[config.mk]
export PLATFORM = sky130hd
export DESIGN_NAME = dfnode_wrap
export DESIGN_NICKNAME = d
export VERILOG_FILES = /design/src/rtl/dfnode_pkg.sv /design/src/rtl/dfnode_infifo.sv /design/src/rtl/dfnode_join.sv /design/src/rtl/dfnode_madd_pipe.sv /design/src/rtl/dfnode_wrap.sv
export SDC_FILE = /design/constraint.sdc
export NUM_CORES = 2
export LEC_CHECK = 0
export ABC_AREA = 1
export BUFFER_PORTS_ARGS = -buffer_cell sky130_fd_sc_hd__clkbuf_2
export CORE_MARGIN = 3
export CORE_UTILIZATION = 50
export DETAILED_ROUTE_END_ITERATION = 6
export GPL_TIMING_DRIVEN = 1
export PLACE_DENSITY = 0.75
export SLEW_MARGIN = 20
export SYNTH_ARGS = -nofsm -noshare
export SYNTH_HDL_FRONTEND = slang
export SYNTH_SLANG_ARGS = --single-unit
[constraint.sdc]
create_clock -name clk -period 8.6 [get_ports clk]
set_input_delay 0.86 -clock clk [delete_from_list [all_inputs] [get_ports clk]]
set_output_delay 0.86 -clock clk [all_outputs]
set_load 0.05 [all_outputs]
[src/rtl/dfnode_pkg.sv]
package dfnode_pkg;
    // Number of operand streams joined by the node and their slot positions
    localparam int unsigned NUM_PORTS = 3;
    localparam int unsigned PORT_A    = 0;
    localparam int unsigned PORT_B    = 1;
    localparam int unsigned PORT_C    = 2;
endpackage

[src/rtl/dfnode_infifo.sv]
module dfnode_infifo #(
    parameter int unsigned W     = 32,
    parameter int unsigned DEPTH = 2
) (
    input  logic         clk,
    input  logic         rst,
    input  logic [W-1:0] in_data,
    input  logic         in_valid,
    output logic         in_ready,
    input  logic         deq,
    output logic [W-1:0] head_data,
    output logic         not_empty
);
    localparam int unsigned PW = (DEPTH > 1) ? $clog2(DEPTH) : 1;
    localparam int unsigned CW = $clog2(DEPTH + 1);

    typedef struct packed {
        logic [DEPTH-1:0][W-1:0] mem;
        logic [PW-1:0]           wp;
        logic [PW-1:0]           rp;
        logic [CW-1:0]           cnt;
    } fifo_s;

    fifo_s st_d, st_q;
    logic  push, pop;

    function automatic logic [PW-1:0] bump(input logic [PW-1:0] p);
        return (p == PW'(DEPTH - 1)) ? '0 : p + 1'b1;
    endfunction

    assign in_ready  = (st_q.cnt != CW'(DEPTH));
    assign not_empty = (st_q.cnt != '0);
    assign head_data = st_q.mem[st_q.rp];
    assign push      = in_valid & in_ready;
    assign pop       = deq & not_empty;

    always_comb begin
        st_d = st_q;
        if (push) begin
            st_d.mem[st_q.wp] = in_data;
            st_d.wp           = bump(st_q.wp);
        end
        if (pop) begin
            st_d.rp = bump(st_q.rp);
        end
        case ({push, pop})
            2'b10:   st_d.cnt = st_q.cnt + 1'b1;
            2'b01:   st_d.cnt = st_q.cnt - 1'b1;
            default: st_d.cnt = st_q.cnt;
        endcase
    end

    always_ff @(posedge clk) begin
        if (rst) begin
            st_q <= '0;
        end else begin
            st_q <= st_d;
        end
    end
endmodule

[src/rtl/dfnode_join.sv]
module dfnode_join #(
    parameter int unsigned N = 3
) (
    input  logic [N-1:0] have_tok,
    input  logic         tail_tok,
    input  logic         out_ready,
    output logic         advance,
    output logic         fire
);
    // Only a real token blocked at the tail holds the pipeline
    assign advance = !(tail_tok && !out_ready);
    assign fire    = (&have_tok) && advance;
endmodule

[src/rtl/dfnode_madd_pipe.sv]
module dfnode_madd_pipe #(
    parameter int unsigned W   = 32,
    parameter int unsigned LAT = 4
) (
    input  logic         clk,
    input  logic         rst,
    input  logic         advance,
    input  logic         fire,
    input  logic [W-1:0] op_a,
    input  logic [W-1:0] op_b,
    input  logic [W-1:0] op_c,
    output logic         tail_tok,
    output logic [W-1:0] tail_data
);
    typedef struct packed {
        logic [LAT-1:0]          tok;
        logic [LAT-1:0][W-1:0]   dat;
    } pipe_s;

    pipe_s          st_d, st_q;
    logic [2*W-1:0] prod;
    logic [W-1:0]   madd;

    assign prod = op_a * op_b;
    assign madd = prod[W-1:0] + op_c;

    always_comb begin
        st_d = st_q;
        if (advance) begin
            st_d.tok[0] = fire;
            if (fire) begin
                st_d.dat[0] = madd;
            end
            for (int i = 1; i < int'(LAT); i++) begin
                st_d.tok[i] = st_q.tok[i-1];
                st_d.dat[i] = st_q.dat[i-1];
            end
        end
    end

    always_ff @(posedge clk) begin
        if (rst) begin
            st_q <= '0;
        end else begin
            st_q <= st_d;
        end
    end

    assign tail_tok  = st_q.tok[LAT-1];
    assign tail_data = st_q.dat[LAT-1];
endmodule

[src/rtl/dfnode_wrap.sv]
module dfnode_wrap #(
    parameter int unsigned DATA_W     = 32,
    parameter int unsigned LAT        = 4,
    parameter int unsigned FIFO_DEPTH = 2
) (
    input  logic              clk,
    input  logic              rst,
    input  logic [DATA_W-1:0] a_data,
    input  logic              a_valid,
    output logic              a_ready,
    input  logic [DATA_W-1:0] b_data,
    input  logic              b_valid,
    output logic              b_ready,
    input  logic [DATA_W-1:0] c_data,
    input  logic              c_valid,
    output logic              c_ready,
    output logic [DATA_W-1:0] out_data,
    output logic              out_valid,
    input  logic              out_ready
);
    import dfnode_pkg::*;

    logic [NUM_PORTS-1:0][DATA_W-1:0] port_data;
    logic [NUM_PORTS-1:0][DATA_W-1:0] head_data;
    logic [NUM_PORTS-1:0]             port_valid;
    logic [NUM_PORTS-1:0]             port_ready;
    logic [NUM_PORTS-1:0]             have_tok;
    logic                             fire;
    logic                             advance;
    logic                             tail_tok;
    logic [DATA_W-1:0]                tail_data;

    assign port_data[PORT_A]  = a_data;
    assign port_data[PORT_B]  = b_data;
    assign port_data[PORT_C]  = c_data;
    assign port_valid[PORT_A] = a_valid;
    assign port_valid[PORT_B] = b_valid;
    assign port_valid[PORT_C] = c_valid;
    assign a_ready = port_ready[PORT_A];
    assign b_ready = port_ready[PORT_B];
    assign c_ready = port_ready[PORT_C];

    for (genvar g = 0; g < int'(NUM_PORTS); g++) begin : g_port
        dfnode_infifo #(
            .W     (DATA_W),
            .DEPTH (FIFO_DEPTH)
        ) u_fifo (
            .clk       (clk),
            .rst       (rst),
            .in_data   (port_data[g]),
            .in_valid  (port_valid[g]),
            .in_ready  (port_ready[g]),
            .deq       (fire),
            .head_data (head_data[g]),
            .not_empty (have_tok[g])
        );
    end

    dfnode_join #(
        .N (NUM_PORTS)
    ) u_join (
        .have_tok  (have_tok),
        .tail_tok  (tail_tok),
        .out_ready (out_ready),
        .advance   (advance),
        .fire      (fire)
    );

    dfnode_madd_pipe #(
        .W   (DATA_W),
        .LAT (LAT)
    ) u_pipe (
        .clk       (clk),
        .rst       (rst),
        .advance   (advance),
        .fire      (fire),
        .op_a      (head_data[PORT_A]),
        .op_b      (head_data[PORT_B]),
        .op_c      (head_data[PORT_C]),
        .tail_tok  (tail_tok),
        .tail_data (tail_data)
    );

    assign out_valid = tail_tok;
    assign out_data  = tail_data;
endmodule

==> impl_metrics.toml <==
[clocking]
clock_latency_ns = 0.57
numCtsBuffers = 39
clock-root-buffer = "clkbuf_16"
clock_sinks = 336
clock_path_buffers = 3
cts_tree = "done"
post-cts-setup-buffers = 0
h-tree-depth = 2
cts.repair.resized = 0
holdBufCountCts = 0
path_clk_slew_ns = 0.06

[synth]
synthAdderAreaFrac_pct = 34.7
synth-xor-area-share_pct = 0.850
synthArstFlopShare_pct = 0
yosys_warnings = 0
syn-instance-count = 3855
synth_compound_area_share_pct = 12.6
synth_top_family_by_area = "adder cells"
syn_area_sq_um = 29900
yosysSeqAreaShare_pct = 22.5
synthMuxAreaShare_pct = 0
synth-simple-area-share_pct = 15.6
synth_flop_cell = "dfxtp_1"
synth_cell_types = 41
synth_seq_cells = 336
synth.net_count = 4522
synth.avg_cell_area_sq_um = 7.75
synth_edf_count = 0

[sta]
setup_violations = 0
timing.slew.headroom_pct = 27.2
worst_slew_pin_slew_ns = 1.09
clock_skew_ns = 0.0185
fin_ws_ns = 0.631
hold_viol_final = 0
period_needed_ns = 7.97
rsz0062_at_grt = "false"
final_max_slew_viol_count = 0
setup-tns-final_ns = 0
fin_crit_sh_pct = 92.7
max_freq_ghz = 0.125

[critical_path]
crit_path_end_kind = "register"
worst_ep_required_time_ns = 9.10
cpLargestDelayFamily = "adder cells"
slowest_stage = "dfxtp_2"
r2r_end = "u_pipe.st_q[29]"
cp_max_fo = 25
reg2reg_slack_ns = 0.63
timing.critical_path.buf_inv = 9
cp_common_cell = "fa_1"
arrival_ns = 8.47
cpPeakStageDelay_ns = 0.62
r2r_start = "g_port[0].u_fifo.st_q[2]"
r2r_cells = 30
crit_type = "reg -> reg"
critPathLaunchType = "register"

[global_route]
grt_pass1_vias = 24000
met1_usage_pct = 31.5
grt_start_max_net_pins = 177
use_met2_pct = 42.2
antenna_found_initial = 0
top_usage_layer = "met2"
grt_pass1_wl_um = 127000
grt_overflow = 0
use_met3_pct = 4.14
grt_util_all_layers_pct = 25.5

[hold_path]
hold_class = "reg -> reg"
hold_path_end = "g_port[2].u_fifo.st_q[31]"
min-delay-start = "g_port[2].u_fifo.st_q[31]"
hold_depth = 2

[routing]
drc = 0
first_iter_violations = 1678
viasPerCell = 5.19
vias = 24200
drt_wl_total_um = 79000
dr.pass1.iters = 5
ant_nets = 0
post_drt_wl_per_cell_um = 16.9

[floorplan]
die_y_um = 250
die-area_sq_um = 62700
ioPinCount = 138
coreArea_sq_um = 58400
rows = 88
die_w_um = 250
initial_core_util_pct = 51.2

[cells_and_area]
area_delta_synth_final_pct = 7.80
drive_gt1_share_pct = 7.92
nNetsFinal = 4545
diodes = 0
fillers = 5487

[place]
gp_congestion = 0.962
portBuffers = 137
hpwl_um = 62300
dp_slack_ns = 0.689

[run]
max_cap_viol_count = 0

[run_status]
outcome = "complete, no violations"

[power]
leakagePower_uw = 0.0158
vdd_drop_max_mv = 0.544
pwr_density_cell_nw_per_um2 = 310
## worst register-to-register path: cells and delay by family, from the launching register on
kind	cells	cell delay (ns)
fa+ha+maj	9	3.74
simple gates	6	1.08
compound gates	6	1.01
buf+inv	9	1.47
flops	1	0.62
## worst max-delay path by stage
stage	from	endpoint	cells past startpoint
after global placement	g_port[1].u_fifo.st_q[2]	u_pipe.st_q[28]	29
after CTS	g_port[0].u_fifo.st_q[2]	u_pipe.st_q[29]	30
after global routing	g_port[1].u_fifo.st_q[2]	u_pipe.st_q[30]	28
after floorplan	g_port[0].u_fifo.st_q[2]	u_pipe.st_q[29]	33
final	g_port[0].u_fifo.st_q[2]	u_pipe.st_q[29]	30
after detailed placement	g_port[1].u_fifo.st_q[2]	u_pipe.st_q[29]	29
## cell families after synthesis
group,after synthesis
AND/OR/NAND/NOR,1202
buffers and inverters,1031
AO/OA/AOI/OAI,692
adder cells (fa/ha/maj),565
flip-flops,336
XOR/XNOR,29
## metal layers
metal  up-vias  wire, um
li1      11600         -
met1     11500     31000
met2       849     36800
met3       236      5370
met4         0      5860
met5         -         0
## stage by stage
| stage | cell area, sq um | utilization, % | hold slack (ns) | instances | total power, uW |
|---|---|---|---|---|---|
| after floorplan | 29900 | - | 0.420 | 3855 | 6460 |
| after global placement | 30900 | 53.0 | 0.430 | 4602 | 8180 |
| after detailed placement | 30900 | 53.0 | 0.434 | 4602 | 8310 |
| after CTS | 32200 | 55.2 | 0.443 | 4667 | 9970 |
| after global routing | 32200 | 55.2 | 0.450 | 4667 | 11000 |
| final | 32200 | 55.2 | 0.439 | 4667 | 9990 |
## cell usage after synthesis, types with 5 or more instances
library cell	n	area, sq um
inv_1	800	3000
nand2_1	544	2040
buf_2	6	30.0
buf_4	32	240
o21a_1	9	67.6
nand3_1	52	260
o21ai_4	10	163
clkinv_1	16	60.1
fa_1	438	8770
clkbuf_1	157	589
dfxtp_1	336	6730
xnor2_1	14	123
o21ai_1	15	75.1
buf_6	12	135
o21ai_0	379	1900
o211ai_1	10	75.1
nor3_1	14	70.1
nor2_1	566	2120
ha_1	127	1590
o21ai_2	23	201
a21oi_1	230	1150
xor2_1	15	131
nand3b_1	10	75.1
a21o_1	5	37.5
## sequential cells by signal, summed over array words and instances, names as in the netlist
signal              count
g_port.u_fifo.st_q    204
u_pipe.st_q            99
u_pipe.tail_data       32
u_pipe.tail_tok         1
## final cells by class
| type | count | area, sq um | share of cell area, % |
|---|---|---|---|
| multi-input cells | 2488 | 19100 | 59.2 |
| flip-flops and latches | 336 | 6730 | 20.9 |
| inverters | 819 | 3080 | 9.58 |
| clock buffers | 54 | 1130 | 3.52 |
| repair buffers | 194 | 1110 | 3.46 |
| well taps | 765 | 957 | 2.97 |
| clock inverters | 11 | 114 | 0.354 |
## power breakdown
part / switching (uW) / internal, uW / total [uW]
Combinational: 4270 / 2350 / 6620
Sequential: 61.8 / 1690 / 1750
Clock: 662 / 951 / 1610
## placed cells by master (no fill, tap or decap), drive strengths merged, types with 3 or more instances in the layout
master,instances
nand2,546
fa,438
xnor2,14
clkinv,21
clkinvlp,3
nand3b,10
a31o,3
nor3,14
o21ai,427
a31oi,3
o211ai,10
nor4,4
clkbuf,191
a21oi,230
and3,3
a21o,5
o21a,9
nand4,4
ha,127
dfxtp,336
xor2,15
nor2,568
buf,57
inv,805
nand3,52
Power figures use the tool's default switching activity.
